===== config.mk =====
export PLATFORM = sky130hd
export DESIGN_NAME = frame_deframer
export DESIGN_NICKNAME = d
export VERILOG_FILES = /design/src/rtl/dfr_pkg.sv /design/src/rtl/dfr_crc.sv /design/src/rtl/dfr_hold.sv /design/src/rtl/frame_deframer.sv
export SDC_FILE = /design/constraint.sdc
export NUM_CORES = 1
export LEC_CHECK = 0
export BUFFER_PORTS_ARGS = -buffer_cell sky130_fd_sc_hd__buf_2
export CELL_PAD_IN_SITES_DETAIL_PLACEMENT = 1
export CELL_PAD_IN_SITES_GLOBAL_PLACEMENT = 2
export CORE_ASPECT_RATIO = 0.5
export CORE_MARGIN = 2
export CORE_UTILIZATION = 40
export DETAILED_ROUTE_END_ITERATION = 10
export PLACE_DENSITY_LB_ADDON = 0.1
export SKIP_LAST_GASP = 1
export SLEW_MARGIN = 40
export SYNTH_ARGS = -nofsm -noshare
export SYNTH_HDL_FRONTEND = slang
export SYNTH_SLANG_ARGS = --single-unit

===== constraint.sdc =====
create_clock -name clk -period 8.7 [get_ports clk]
set_clock_uncertainty 0.15 [all_clocks]
set_input_delay 0.435 -clock clk [delete_from_list [all_inputs] [get_ports clk]]
set_output_delay 0.435 -clock clk [all_outputs]
set_load 0.1 [all_outputs]

===== src/rtl/dfr_pkg.sv =====
package dfr_pkg;
  localparam logic [63:0] START_WORD = 64'h9E6774129E677412;
  localparam logic [63:0] END_WORD   = 64'h2A1D632F2A1D632F;
  localparam logic [15:0] HDR_POLY   = 16'h1021;
  localparam logic [31:0] PAY_POLY   = 32'h04C11DB7;

  typedef enum logic [1:0] {
    ST_HUNT  = 2'd0,
    ST_PKT   = 2'd1,
    ST_TRAIL = 2'd2,
    ST_FLUSH = 2'd3
  } dfr_state_e;
endpackage


===== src/rtl/dfr_crc.sv =====
module dfr_crc #(
  parameter int W  = 16,
  parameter int DW = 64,
  parameter logic [W-1:0] POLY = W'(16'h1021)
) (
  input  logic          clk,
  input  logic          rst,
  input  logic          seed,
  input  logic          en,
  input  logic [DW-1:0] din,
  output logic [W-1:0]  crc
);
  function automatic logic [W-1:0] fold(input logic [W-1:0] c, input logic [DW-1:0] d);
    logic [W-1:0] r;
    r = c;
    for (int i = DW - 1; i >= 0; i--) begin
      if (~(r[W-1] ^ d[i])) r = {r[W-2:0], 1'b0} ^ POLY;
      else                  r = {r[W-2:0], 1'b0};
    end
    return r;
  endfunction

  always_ff @(posedge clk) begin
    if (rst || seed) crc <= '0;
    else if (en)     crc <= fold(crc, din);
  end

  AST_CRC_IDLE_HOLD: assert property (@(posedge clk) disable iff (rst)
    (!seed && !en) |=> $stable(crc));
  AST_CRC_SEEDED: assert property (@(posedge clk) disable iff (rst)
    seed |=> (crc == '0));
endmodule


===== src/rtl/dfr_hold.sv =====
module dfr_hold #(
  parameter int DW = 64
) (
  input  logic          clk,
  input  logic          rst,
  input  logic          push,
  input  logic [DW-1:0] push_data,
  input  logic          close,
  input  logic          out_ready,
  output logic          slot_free,
  output logic [DW-1:0] out_data,
  output logic          out_last,
  output logic          out_valid
);
  logic [DW-1:0] held_d;
  logic          held_v;

  assign slot_free = !out_valid || out_ready;

  always_ff @(posedge clk) begin
    if (rst) begin
      held_v    <= 1'b0;
      held_d    <= '0;
      out_valid <= 1'b0;
      out_data  <= '0;
      out_last  <= 1'b0;
    end else begin
      if (out_valid && out_ready) out_valid <= 1'b0;
      if (push) begin
        if (held_v) begin
          out_valid <= 1'b1;
          out_data  <= held_d;
          out_last  <= 1'b0;
        end
        held_d <= push_data;
        held_v <= 1'b1;
      end else if (close) begin
        if (held_v) begin
          out_valid <= 1'b1;
          out_data  <= held_d;
          out_last  <= 1'b1;
        end
        held_v <= 1'b0;
      end
    end
  end

  AST_LOAD_ONLY_WHEN_FREE: assert property (@(posedge clk) disable iff (rst)
    (push || close) |-> slot_free);
  AST_OUT_STALL_STABLE: assert property (@(posedge clk) disable iff (rst)
    (out_valid && !out_ready) |=> (out_valid && $stable(out_data) && $stable(out_last)));
  AST_PUSH_CLOSE_EXCL: assert property (@(posedge clk) disable iff (rst)
    !(push && close));
endmodule


===== src/rtl/frame_deframer.sv =====
module frame_deframer import dfr_pkg::*; #(
  parameter int DATA_W    = 64,
  parameter int CNT_W     = 16,
  parameter int HCRC_W    = 16,
  parameter int PCRC_W    = 32,
  parameter int FLAG_BIT  = 61,
  parameter int MAX_WORDS = 65535
) (
  input  logic              clk,
  input  logic              rst,
  input  logic              clear,
  input  logic [DATA_W-1:0] in_data,
  input  logic              in_valid,
  output logic              in_ready,
  output logic [DATA_W-1:0] out_data,
  output logic              out_last,
  output logic              out_valid,
  input  logic              out_ready,
  output logic              st_valid,
  output logic              st_hdr_err,
  output logic              st_cnt_err,
  output logic              st_pay_err,
  output logic              st_ovr_err
);
  localparam int PAY_LO  = 0;
  localparam int CNT_LO  = PCRC_W;
  localparam int HCRC_LO = PCRC_W + CNT_W;
  localparam logic [CNT_W-1:0] MAX_CNT = CNT_W'(MAX_WORDS);

  dfr_state_e state, state_nx;
  logic [CNT_W-1:0]  cnt, cnt_inc;
  logic              long_hdr;
  logic [HCRC_W-1:0] hdr_crc;
  logic [PCRC_W-1:0] pay_crc;
  logic              kill, acc, is_start, is_end;
  logic              pkt_acc, end_acc, start_acc, trail_acc, ovr_hit;
  logic              hdr_en, pay_en, slot_free, flush_go;

  assign kill      = rst || clear;
  assign is_start  = (in_data == START_WORD);
  assign is_end    = (in_data == END_WORD);
  assign acc       = in_valid && in_ready;
  assign cnt_inc   = cnt + CNT_W'(1);
  assign start_acc = (state == ST_HUNT)  && acc && is_start;
  assign pkt_acc   = (state == ST_PKT)   && acc && !is_end;
  assign end_acc   = (state == ST_PKT)   && acc && is_end;
  assign trail_acc = (state == ST_TRAIL) && acc;
  assign ovr_hit   = pkt_acc && (cnt_inc == MAX_CNT);
  assign flush_go  = (state == ST_FLUSH) && slot_free;
  assign hdr_en    = pkt_acc && ((cnt == '0) || ((cnt == CNT_W'(1)) && long_hdr));
  assign pay_en    = pkt_acc && !hdr_en;

  always_comb begin
    unique case (state)
      ST_HUNT:  in_ready = 1'b1;
      ST_PKT:   in_ready = slot_free;
      ST_TRAIL: in_ready = 1'b1;
      default:  in_ready = 1'b0;
    endcase
  end

  always_comb begin
    state_nx = state;
    unique case (state)
      ST_HUNT:  if (start_acc) state_nx = ST_PKT;
      ST_PKT: begin
        if (end_acc)      state_nx = ST_TRAIL;
        else if (ovr_hit) state_nx = ST_FLUSH;
      end
      ST_TRAIL: if (trail_acc) state_nx = ST_HUNT;
      default:  if (flush_go)  state_nx = ST_HUNT;
    endcase
  end

  always_ff @(posedge clk) begin
    if (kill) begin
      state    <= ST_HUNT;
      cnt      <= '0;
      long_hdr <= 1'b0;
    end else begin
      state <= state_nx;
      if (start_acc) begin
        cnt      <= '0;
        long_hdr <= 1'b0;
      end else if (pkt_acc || end_acc) begin
        cnt <= cnt_inc;
      end
      if (pkt_acc && (cnt == '0)) long_hdr <= in_data[FLAG_BIT];
    end
  end

  always_ff @(posedge clk) begin
    if (kill) begin
      st_valid   <= 1'b0;
      st_hdr_err <= 1'b0;
      st_cnt_err <= 1'b0;
      st_pay_err <= 1'b0;
      st_ovr_err <= 1'b0;
    end else begin
      st_valid <= 1'b0;
      if (trail_acc) begin
        st_valid   <= 1'b1;
        st_hdr_err <= in_data[HCRC_LO +: HCRC_W] != hdr_crc;
        st_cnt_err <= in_data[CNT_LO +: CNT_W]   != cnt;
        st_pay_err <= in_data[PAY_LO +: PCRC_W]  != pay_crc;
        st_ovr_err <= 1'b0;
      end else if (flush_go) begin
        st_valid   <= 1'b1;
        st_hdr_err <= 1'b0;
        st_cnt_err <= 1'b0;
        st_pay_err <= 1'b0;
        st_ovr_err <= 1'b1;
      end
    end
  end

  dfr_crc #(.W(HCRC_W), .DW(DATA_W), .POLY(HCRC_W'(HDR_POLY))) u_hdr_crc (
    .clk(clk), .rst(kill), .seed(start_acc), .en(hdr_en), .din(in_data), .crc(hdr_crc)
  );

  dfr_crc #(.W(PCRC_W), .DW(DATA_W), .POLY(PCRC_W'(PAY_POLY))) u_pay_crc (
    .clk(clk), .rst(kill), .seed(start_acc), .en(pay_en), .din(in_data), .crc(pay_crc)
  );

  dfr_hold #(.DW(DATA_W)) u_hold (
    .clk(clk), .rst(kill), .push(pkt_acc), .push_data(in_data),
    .close(end_acc || flush_go), .out_ready(out_ready), .slot_free(slot_free),
    .out_data(out_data), .out_last(out_last), .out_valid(out_valid)
  );

  AST_START_CLEARS_STATE: assert property (@(posedge clk) disable iff (kill)
    start_acc |=> (cnt == '0 && hdr_crc == '0 && pay_crc == '0));
  AST_STATUS_ONE_CYCLE: assert property (@(posedge clk) disable iff (kill)
    st_valid |=> !st_valid);
  AST_OVR_ALONE: assert property (@(posedge clk) disable iff (kill)
    (st_valid && st_ovr_err) |-> !(st_hdr_err || st_cnt_err || st_pay_err));
  AST_CNT_BOUNDED: assert property (@(posedge clk) disable iff (kill)
    cnt <= MAX_CNT);
  AST_HUNT_NO_STROBE: assert property (@(posedge clk) disable iff (kill)
    ($past(state) == ST_HUNT && state == ST_HUNT) |-> !st_valid);
endmodule


==> qor.yml, run 1 <==
synthesis:
  postSynthAreaPerCell_um2: 10.2
  syn_inst: 1737
  synth_top_area_cell: "dfxtp_1"
  synth_edf_count: 0
  yosysMostFrequentCell: "xnor2_1"
  syn_area_mm2: 0.0177
  async_flop_share_pct: 0
  synth_nets: 1814
  ys_seq_elements: 203
  synth.area.top_cells: "dfxtp_1 23%, xnor2_1 21%, xnor3_1 20%"
  synth_top_area_share_pct: 23.0
  ys_warn_count: 0
  netlist_top_cells_count: "429 x xnor2_1, 203 x dfxtp_1, 200 x nand2_1, 153 x xnor3_1, 131 x nor2_1"
  yosys.cell_types.count: 54
  ys.flop_type: "dfxtp_1"
  synth_seq_area_share_pct: 23.0
clocking:
  h-tree-depth: 1
  clockBufferDepth: 3
  cts_buffers: 22
  postCtsSetupBuffers: 0
  post_cts_resized: 0
  path_clk_slew_ns: 0.06
  cts_root_buf: "clkbuf_16"
  cts_tree: "yes"
  insertion_delay_ns: 0.54
  cts_sinks: 203
  hold_buffers: 0
die:
  ioPinCount: 141
  start_util_pct: 40.5
  fp-row-count: 54
  core_area_mm2: 0.0436
  die_h_um: 153
  fp.dieArea_mm2: 0.0460
  fp.dieW_um: 301
worst_setup_path:
  crit_fanout: 8
  critPathSlowestCell: "xnor3_1"
  startpoint: "u_pay_crc.crc[23]"
  cpPeakStageDelay_ns: 0.69
  crit_type: "reg2reg"
  path_cells: "xnor2_1 -> xnor3_1 -> xnor2_1 -> xnor3_2 -> xnor3_1 -> xnor3_2 -> xnor3_2 -> xnor2_2 -> xnor3_2 -> xor2_2 -> xnor3_2 -> xor2_1 -> xnor3_1 -> nand2_1 -> a21oi_1"
  critPathLaunchType: "flop"
  cpMostUsedCell: "xnor3_2"
  arrival_ns: 7.57
  worst_ep_required_time_ns: 8.92
  end_kind: "flop"
  r2r-start: "u_pay_crc.crc[23]"
timing:
  worstMarginPinSlew_ns: 0.788
  slew_violations: 0
  tns_ns: 0
  fin_crit_sh_pct: 84.5
  hold_viol: 0
  max_slew_margin_pct: 47.5
  finalSetupViolations: 0
  period_needed_ns: 7.35
  fmaxAchievable_mhz: 136
  rsz0062_at_grt: "no"
outcome:
  status: "finished, final reports clean"
placed_design:
  dpl_cell_area_mm2: 0.0188
  hpwl_um: 50200
  io_buffers: 140
  place.gp.congestion: 0.929
  dp.cells: 2372
drt:
  vias_per_cell: 5.26
  firstDrtPassIters: 5
  drtAntennaViolNets: 0
  drt_iter0_drc: 963
  drc: 0
  routed_wl_um: 63500
  wl_per_cell_um: 26.3
  vias: 12700
flow_run:
  maxCapViolCount: 0
layout:
  antenna_cells: 0
  nets: 1885
  drive_above_1_share_pct: 13.8
  fin_cells: 2411
  area_growth_syn_to_layout_pct: 10.5
  fin_area_mm2: 0.0195
  nFillCells: 4867
global_routing:
  overflow: 0
  grt_pass1_vias: 13300
  antenna_found_initial: 0
  grt_max_degree: 75
  grt_pass1_wl_um: 92300
  track_usage_pct: 27.4
hold_path:
  hold_start: "rst"
  hold_class: "in2reg"
-- sequential cells by signal (all words and copies together) (netlist names) --
signal,count
u_hold.out_last,1
st_pay_err,1
cnt,16
st_valid,1
st_hdr_err,1
u_hold.held_v,1
u_pay_crc.crc,32
long_hdr,1
st_ovr_err,1
u_hold.held_d,64
state,2
u_hold.out_data,64
u_hold.out_valid,1
u_hdr_crc.crc,16
st_cnt_err,1
-- stage by stage --
step / setup slack (ns) / hold slack (ns) / util, %
2_1_floorplan: 2.21 / 0.281 / -
3_3_place_gp: 1.33 / 0.287 / 43.1
3_5_place_dp: 1.17 / 0.293 / 43.2
4_1_cts: 1.36 / 0.0836 / 44.8
5_1_grt: 1.03 / 0.0917 / 44.8
6_report: 1.35 / 0.0911 / 44.8
-- area by class of cell --
class                           instances  area, um^2  share of cell area [%]
Tap cell                              588         736                    3.77
Multi-Input combinational cell       1423       13200                    67.6
Clock inverter                         10         119                   0.609
Sequential cell                       203        4060                    20.8
Timing Repair Buffer                  149         772                    3.95
Inverter                                9        33.8                   0.173
Clock buffer                           29         597                    3.06
-- logic make-up after synthesis --
kind of cell / Yosys count / synth area share (%)
xor+xnor: 779 / 55.1
simple gates: 423 / 10.4
flops: 203 / 23.0
compound gates: 148 / 4.71
buf+inv: 111 / 2.55
mux: 65 / 3.68
fa+ha+maj: 8 / 0.567
-- layer usage --
| layer | wire length, um | up-vias | global-route usage, % |
|---|---|---|---|
| met2 | 28900 | 403 | 44.2 |
| met5 | 0 | - | 0 |
| met4 | 1830 | 0 | 7.49 |
| met1 | 28700 | 6322 | 37.7 |
| li1 | - | 5865 | - |
| met3 | 4060 | 92 | 5.02 |
-- cell usage in the layout, fill, tap and decap left out, types with 4 or more instances in the layout --
cell         n
buf_4        8
mux2i_1     65
nor2_1     131
nor3_1       8
nor4b_1      4
a211oi_1    22
xor2_1     128
nand3_1      9
nand4b_1     4
xnor2_1    427
a31oi_1      5
xnor2_2     26
clkbuf_1     5
xnor3_1    153
clkbuf_16   22
a21oi_1    100
nor4_1      12
o21ai_0     10
dfxtp_1    203
nand4_1     30
xor3_1      13
xnor3_2     12
clkinv_2     5
buf_2      140
inv_1        9
xor2_2      11
ha_1         8
nand2_1    198
xnor2_4      7
-- critical path, delay by kind of cell (launching register included) --
kind | cells | cell delay [ns]
compound gates | 1 | 0.06
xor+xnor | 13 | 6.49
flops | 1 | 0.41
simple gates | 1 | 0.08
-- path summary, 6_finish.rpt --
path	endpoint	cells after the start	slack, ns
setup / recovery	u_pay_crc.crc[8]	15	1.35
hold / removal	u_hold.out_last	4	0.09
setup reg to reg	u_pay_crc.crc[8]	15	1.35
hold reg to reg	u_hold.out_data[63]	2	0.29
Power of run 1 is left out: the tool's default activity adds up to more than one toggle a clock period on the data nets, which glitch-free logic cannot reach.
==> run 2, diff against run 1 <==
--- a/config.mk
+++ b/config.mk
@@ -10,7 +10,7 @@
 export CELL_PAD_IN_SITES_GLOBAL_PLACEMENT = 2
 export CORE_ASPECT_RATIO = 0.5
 export CORE_MARGIN = 2
-export CORE_UTILIZATION = 40
+export CORE_UTILIZATION = 36
 export DETAILED_ROUTE_END_ITERATION = 10
 export PLACE_DENSITY_LB_ADDON = 0.1
 export SKIP_LAST_GASP = 1
==> constraint.sdc (replaced) <==
create_clock -name clk -period 5.9 [get_ports clk]
set_clock_uncertainty 0.15 [all_clocks]
set_input_delay 0.295 -clock clk [delete_from_list [all_inputs] [get_ports clk]]
set_output_delay 0.295 -clock clk [all_outputs]
set_load 0.1 [all_outputs]
==> run 2 against run 1 <==
  * The flow now finishes with violations (setup timing)
  * Worst setup slack worse by 1.4 ns
  * Design area is 25% higher
  * Cell count grew 20%
  * Global-route usage grew 0.56 points
  * Hold slack lost 0.038 ns
  * Wire length increased by 16%
  * Non-clock buffer count grew 419
  * Maximum frequency rose by 23%
  * Largest cell class unchanged
==> qor.yml, run 2 (same netlist as run 1, synthesis figures left out) <==
global_routing:
  grt_max_degree: 71  # was 75
  grt_pass1_wl_um: 104000  # was 92300 um
  track_usage_pct: 28.0  # was 27.4%
  grt_pass1_vias: 15100  # was 13300
  overflow: 0  # unchanged
  antenna_found_initial: 0  # unchanged
layout:
  most-common-layout-cells: "378 x buf_4, 364 x xnor2_1, 198 x nand2_1"  # was 427 x xnor2_1, 203 x dfxtp_1, 198 x nand2_1
  nets: 2305  # was 1885
  area_growth_syn_to_layout_pct: 38.6  # was 10.5%
  drive_above_1_share_pct: 36.4  # was 13.8%
  top_regs: "u_hold.held_d: 64 flops, u_hold.out_data: 64 flops, u_pay_crc.crc: 32 flops"  # unchanged
  antenna_cells: 0  # unchanged
  final_core_util_pct: 50.5  # was 44.8%
  layout_commonest_cell: "buf_4"  # was xnor2_1
worst_setup_path:
  critPathSlowestCell: "xnor3_2"  # was xnor3_1
  path_cells: "buf_4 -> xor2_2 -> xnor3_2 -> buf_4 -> xnor3_2 -> xnor2_2 -> xnor3_2 -> xnor3_1 -> xor3_2 -> xnor3_2 -> buf_6 -> xnor3_1 -> xnor3_2 -> xnor3_2 -> xnor3_2 -> xnor2_2 -> a211oi_1"  # was xnor2_1 -> xnor3_1 -> xnor2_1 -> xnor3_2 -> xnor3_1 -> xnor3_2 -> xnor3_2 -> xnor2_2 -> xnor3_2 -> xor2_2 -> xnor3_2 -> xor2_1 -> xnor3_1 -> nand2_1 -> a21oi_1
  critPathLaunchType: "flop"  # unchanged
  crit_type: "reg2reg"  # unchanged
  arrival_ns: 6.26  # was 7.57 ns
  end_kind: "flop"  # unchanged
  crit_fanout: 5  # was 8
  cpMostUsedCell: "xnor3_2"  # unchanged
  worst_ep_required_time_ns: 6.19  # was 8.92 ns
  cpPeakStageDelay_ns: 0.57  # was 0.69 ns
timing:
  worstMarginPinSlew_ns: 0.803  # was 0.788 ns
  max_slew_margin_pct: 46.0  # was 47.5%
  setup_ws_ns: -0.0724  # was 1.35 ns
  hold_viol: 0  # unchanged
  fmaxAchievable_mhz: 167  # was 136 MHz
  fin_crit_sh_pct: 101  # was 84.5%
  tns_ns: -0.418  # was 0 ns
  rsz0062_at_grt: "yes"  # was no
  whs_ns: 0.0530  # was 0.0911 ns
  finalSetupViolations: 11  # was 0
  slew_violations: 0  # unchanged
  period_needed_ns: 5.97  # was 7.35 ns
flow_run:
  maxCapViolCount: 0  # unchanged
clocking:
  cts_tree: "yes"  # unchanged
  path_clk_slew_ns: 0.06  # about the same
  clockBufferDepth: 3  # unchanged
  cts_root_buf: "clkbuf_16"  # unchanged
  cts_sinks: 203  # unchanged
  cts_buffers: 23  # was 22
  h-tree-depth: 1  # unchanged
  insertion_delay_ns: 0.55  # was 0.54 ns
die:
  die_h_um: 161  # was 153 um
  fp.dieArea_mm2: 0.0510  # was 0.0460 mm^2
  ioPinCount: 141  # unchanged
  fp.dieW_um: 317  # was 301 um
  fp-row-count: 57  # was 54
  core_area_mm2: 0.0485  # was 0.0436 mm^2
  start_util_pct: 36.4  # was 40.5%
placed_design:
  pre_cts_slack_ns: -0.567  # was 1.17 ns
  place.gp.congestion: 0.915  # was 0.929
  io_buffers: 140  # unchanged
  hpwl_um: 56900  # was 50200 um
drt:
  vias_per_cell: 4.97  # was 5.26
  vias: 14400  # was 12700
  drt_iter0_drc: 957  # was 963
  drc: 0  # unchanged
  wl_per_cell_um: 25.5  # was 26.3 um
  firstDrtPassIters: 5  # unchanged
  routed_wl_um: 73700  # was 63500 um
  drtAntennaViolNets: 0  # unchanged
hold_path:
  hold_class: "in2reg"  # unchanged
outcome:
  status: "finished, violations left"  # was finished, final reports clean
  violations: "setup timing"
run 2: cell count changes in the layout (fill, tap and decap cells not counted), sizes merged:
cell         previous run  this run
buf                   149       565
bufinv                  2         5
clkbuf                 29        31
clkinv                  8         3
dlygate4sd3             0         3
inv                     9        11
run 2: path summary, 6_finish.rpt:
path	start	end	slack, ns	depth (start not counted)
worst max-delay path	u_pay_crc.crc[27]	u_pay_crc.crc[26]	-0.07	17
worst max register to register	u_pay_crc.crc[27]	u_pay_crc.crc[26]	-0.07	17
worst min-delay path	out_ready	u_hold.out_valid	0.05	3
worst min register to register	u_hold.held_d[30]	u_hold.out_data[30]	0.29	2
run 2: per-stage QoR:
step | instances | area, um^2
after floorplan | 1737 | 17900
after global placement | 2743 | 21500
after detailed placement | 2745 | 21600
after CTS | 2842 | 23400
after global routing | 2893 | 24500
final | 2893 | 24500
run 2: layout make-up:
cell class	instances	area (um^2)
tap	649	812
sequential	203	4090
inverter	9	33.8
multi-input combinational	1423	14400
timing repair buffer	568	4300
clock inverter	10	194
fill	5315	24000
clock buffer	31	646
run 2: per-layer routing:
layer | vias to the layer above | wire length [um] | track usage [%]
li1 | 6710 | - | -
met1 | 7313 | 34100 | 40.0
met2 | 284 | 34800 | 46.5
met3 | 83 | 3130 | 2.62
met4 | 0 | 1740 | 4.69
met5 | - | 0 | 0
run 2: worst max-delay path: cells and delay by family, from the launching register on:
family / cells / cell delay [ns]
DFF: 1 / 0.37
buffers and inverters: 3 / 0.48
xor gates and xnor gates: 13 / 4.68
AOI/OAI and AO/OA: 1 / 0.19
run 2: what timing repair did:
item,CTS,global route
resized for setup,81,108
hold endpoints to repair,2,0
setup buffers,53,53
hold buffers,3,0
endpoints found under the setup margin,32,29
cloned,0,0
pin swaps,46,39
Power of run 2 is left out for the same reason.
==> run 3, diff against run 2 <==
--- a/config.mk
+++ b/config.mk
@@ -5,12 +5,13 @@
 export SDC_FILE = /design/constraint.sdc
 export NUM_CORES = 1
 export LEC_CHECK = 0
+export ABC_AREA = 1
 export BUFFER_PORTS_ARGS = -buffer_cell sky130_fd_sc_hd__buf_2
 export CELL_PAD_IN_SITES_DETAIL_PLACEMENT = 1
 export CELL_PAD_IN_SITES_GLOBAL_PLACEMENT = 2
 export CORE_ASPECT_RATIO = 0.5
 export CORE_MARGIN = 2
-export CORE_UTILIZATION = 36
+export CORE_UTILIZATION = 31
 export DETAILED_ROUTE_END_ITERATION = 10
 export PLACE_DENSITY_LB_ADDON = 0.1
 export SKIP_LAST_GASP = 1
==> run 3 against run 2 <==
  * The run now ends clean
  * First-iteration DRC count rose by 84%
  * Global-route usage rose by 2.8 points
  * Register-to-register slack improved by 0.27 ns
  * Sequential share of layout area fell by 3.1 points
  * Design area rose by 23%
  * Non-clock buffer count rose by 97
  * Sequential cell count did not move
  * Worst setup slack improved by 0.27 ns
  * Largest cell class unchanged
  * Cell count rose by 78%
  * Via count rose by 81%
  * Critical path depth rose by 29
==> qor.yml, run 3 <==
synthesis:
  netlist_top_cells_count: "1240 x nand2_1, 411 x nand3_1, 291 x inv_1, 263 x xor2_1, 203 x dfxtp_1"  # was 429 x xnor2_1, 203 x dfxtp_1, 200 x nand2_1, 153 x xnor3_1, 131 x nor2_1
  synth_seq_area_share_pct: 18.8  # was 23.0%
  ys_warn_count: 0  # unchanged
  synth_top_area_cell: "nand2_1"  # was dfxtp_1
  async_flop_share_pct: 0  # unchanged
  syn_inst: 3569  # was 1737
  synth_nets: 3646  # was 1814
  syn_area_mm2: 0.0216  # was 0.0177 mm^2
  synth_top_area_share_pct: 21.5  # was 23.0%
  synth.area.top_cells: "nand2_1 22%, dfxtp_1 19%, xor2_1 11%"  # was dfxtp_1 23%, xnor2_1 21%, xnor3_1 20%
  yosys.cell_types.count: 52  # was 54
  postSynthAreaPerCell_um2: 6.06  # was 10.2 um^2
  yosysMostFrequentCell: "nand2_1"  # was xnor2_1
  synth_edf_count: 0  # unchanged
  ys_seq_elements: 203  # unchanged
  ys.flop_type: "dfxtp_1"  # unchanged
worst_setup_path:
  critPathSlowestCell: "dfxtp_2"  # was xnor3_2
  end_kind: "flop"  # unchanged
  r2r-start: "u_pay_crc.crc[27]"  # unchanged
  path_buf_inv: 13  # was 3
  worst_ep_required_time_ns: 6.20  # was 6.19 ns
  critPathLaunchType: "flop"  # unchanged
  cpPeakStageDelay_ns: 0.33  # was 0.57 ns
  ff2ff_setup_slack_ns: 0.20  # was -0.07 ns
  cp_top_family: "simple AND/OR/NAND/NOR gates"  # was XOR/XNOR gates
  r2r_cells: 46  # was 17
  regToRegEndpoint: "u_pay_crc.crc[29]"  # was u_pay_crc.crc[26]
  cpMostUsedCell: "nand2_1"  # was xnor3_2
  arrival_ns: 6.00  # was 6.26 ns
  crit_type: "reg2reg"  # unchanged
  crit_fanout: 8  # was 5
hold_path:
  hold_start: "in_data[39]"  # was out_ready
  min_to: "u_hold.held_d[39]"  # was u_hold.out_valid
  hold_class: "in2reg"  # unchanged
  whs_path_depth: 3  # unchanged
drt:
  wl_per_cell_um: 22.3  # was 25.5 um
  drc: 0  # unchanged
  drtAntennaViolNets: 0  # unchanged
  vias_per_cell: 5.04  # was 4.97
  drt_iter0_drc: 1759  # was 957
  routed_wl_um: 115000  # was 73700 um
  wl_met1_um: 57500  # was 34100 um
  highest_layer: "met4"  # unchanged
  wl_met2_um: 48100  # was 34800 um
  met3_length_um: 7420  # was 3130 um
  firstDrtPassIters: 6  # was 5
  vias: 26000  # was 14400
die:
  ioPinCount: 141  # unchanged
  core_area_mm2: 0.0690  # was 0.0485 mm^2
  fp.dieArea_mm2: 0.0720  # was 0.0510 mm^2
  start_util_pct: 31.3  # was 36.4%
  die_h_um: 191  # was 161 um
  fp.dieW_um: 378  # was 317 um
  fp-row-count: 68  # was 57
placed_design:
  io_buffers: 140  # unchanged
  dpl_cell_area_mm2: 0.0268  # was 0.0216 mm^2
  hpwl_um: 95400  # was 56900 um
  place.gp.congestion: 0.969  # was 0.915
layout:
  antenna_cells: 0  # unchanged
  area_growth_syn_to_layout_pct: 39.1  # was 38.6%
  fin_area_mm2: 0.0301  # was 0.0245 mm^2
  final_core_util_pct: 43.6  # was 50.5%
  nets: 4265  # was 2305
  most-common-layout-cells: "1069 x nand2_1, 493 x buf_4, 362 x nand3_1"  # was 378 x buf_4, 364 x xnor2_1, 198 x nand2_1
  top_regs: "u_hold.held_d: 64 flops, u_hold.out_data: 64 flops, u_pay_crc.crc: 32 flops"  # unchanged
  layout_commonest_cell: "nand2_1"  # was buf_4
  nFillCells: 9025  # was 5315
  drive_above_1_share_pct: 32.6  # was 36.4%
clocking:
  clockBufferDepth: 3  # unchanged
  path_clk_slew_ns: 0.07  # was 0.06 ns
  cts_sinks: 203  # unchanged
  cts_root_buf: "clkbuf_16"  # unchanged
  cts_buffers: 23  # unchanged
  cts_tree: "yes"  # unchanged
  insertion_delay_ns: 0.56  # was 0.55 ns
  h-tree-depth: 1  # unchanged
global_routing:
  antenna_found_initial: 2  # was 0
  overflow: 0  # unchanged
  grt_pass1_wl_um: 164000  # was 104000 um
  track_usage_pct: 30.8  # was 28.0%
  grt_max_degree: 74  # was 71
  grt_pass1_vias: 25000  # was 15100
flow_run:
  maxCapViolCount: 0  # unchanged
timing:
  slew_violations: 0  # unchanged
  max_slew_margin_pct: 46.4  # was 46.0%
  finalSetupViolations: 0  # was 11
  worstMarginPinSlew_ns: 0.797  # was 0.803 ns
  hold_viol: 0  # unchanged
  fin_crit_sh_pct: 96.6  # was 101%
  fmaxAchievable_mhz: 175  # was 167 MHz
  period_needed_ns: 5.70  # was 5.97 ns
  rsz0062_at_grt: "yes"  # unchanged
outcome:
  status: "finished, final reports clean"  # was finished, violations left
[run 3: final cells by class]
cell class                      instances  area, um^2  area share [%]
Multi-Input combinational cell       2931       17700            58.7
Tap cell                              945        1180            3.93
Sequential cell                       203        4080            13.6
Clock buffer                           34         687            2.28
Inverter                              364        1430            4.75
Timing Repair Buffer                  665        4950            16.4
Clock inverter                          7        98.8           0.329
[run 3: layer usage]
metal / global-route usage, % / vias up
met5: 0 / -
met4: 5.57 / 0
met3: 5.28 / 99
met2: 45.7 / 594
met1: 46.3 / 12800
li1: - / 12500
[run 3: kinds of logic after synthesis]
| group | synth area share, % |
|---|---|
| adder cells (fa/ha/maj) | 0.463 |
| XOR/XNOR | 17.3 |
| flip-flops | 18.8 |
| buffers and inverters | 8.08 |
| AO/OA/AOI/OAI | 7.63 |
| AND/OR/NAND/NOR | 47.8 |
[run 3: through the flow]
step           hold WS [ns]  instances  setup TNS, ns  worst slack, ns
2_1_floorplan         0.283       3569              0             1.30
3_3_place_gp          0.301       5038          -5.62           -0.608
3_5_place_dp          0.306       5038          -9.45           -0.695
4_1_cts             0.00526       5093        -0.0316          -0.0316
5_1_grt              0.0444       5149          -1.37          -0.0847
6_report             0.0364       5149              0            0.201
[run 3: repair_timing]
action | in CTS | in global routing
hold buffers | 4 | 0
setup endpoints to repair | 32 | 44
resized for setup | 46 | 379
buffers inserted | 10 | 53
pin swaps | 10 | 99
hold endpoints to repair | 4 | 0
cloned | 0 | 3
[run 3: tightest hold or removal path: cells and delay by family]
family	cells	cell delay [ns]
AO/OA/AOI/OAI	1	0.08
buffers and inverters	2	0.32
[run 3: worst max-delay path by stage]
stage,end,slack [ns],cells after the start,start
after CTS,u_pay_crc.crc[29],-0.03,49,u_pay_crc.crc[27]
after global placement,u_pay_crc.crc[29],-0.61,41,u_pay_crc.crc[30]
after global routing,u_pay_crc.crc[23],-0.08,49,u_pay_crc.crc[30]
after detailed placement,u_pay_crc.crc[29],-0.69,43,u_pay_crc.crc[30]
final,u_pay_crc.crc[29],0.20,46,u_pay_crc.crc[27]
after floorplan,u_pay_crc.crc[7],1.30,46,in_data[58]
Power of run 3 is left out for the same reason.
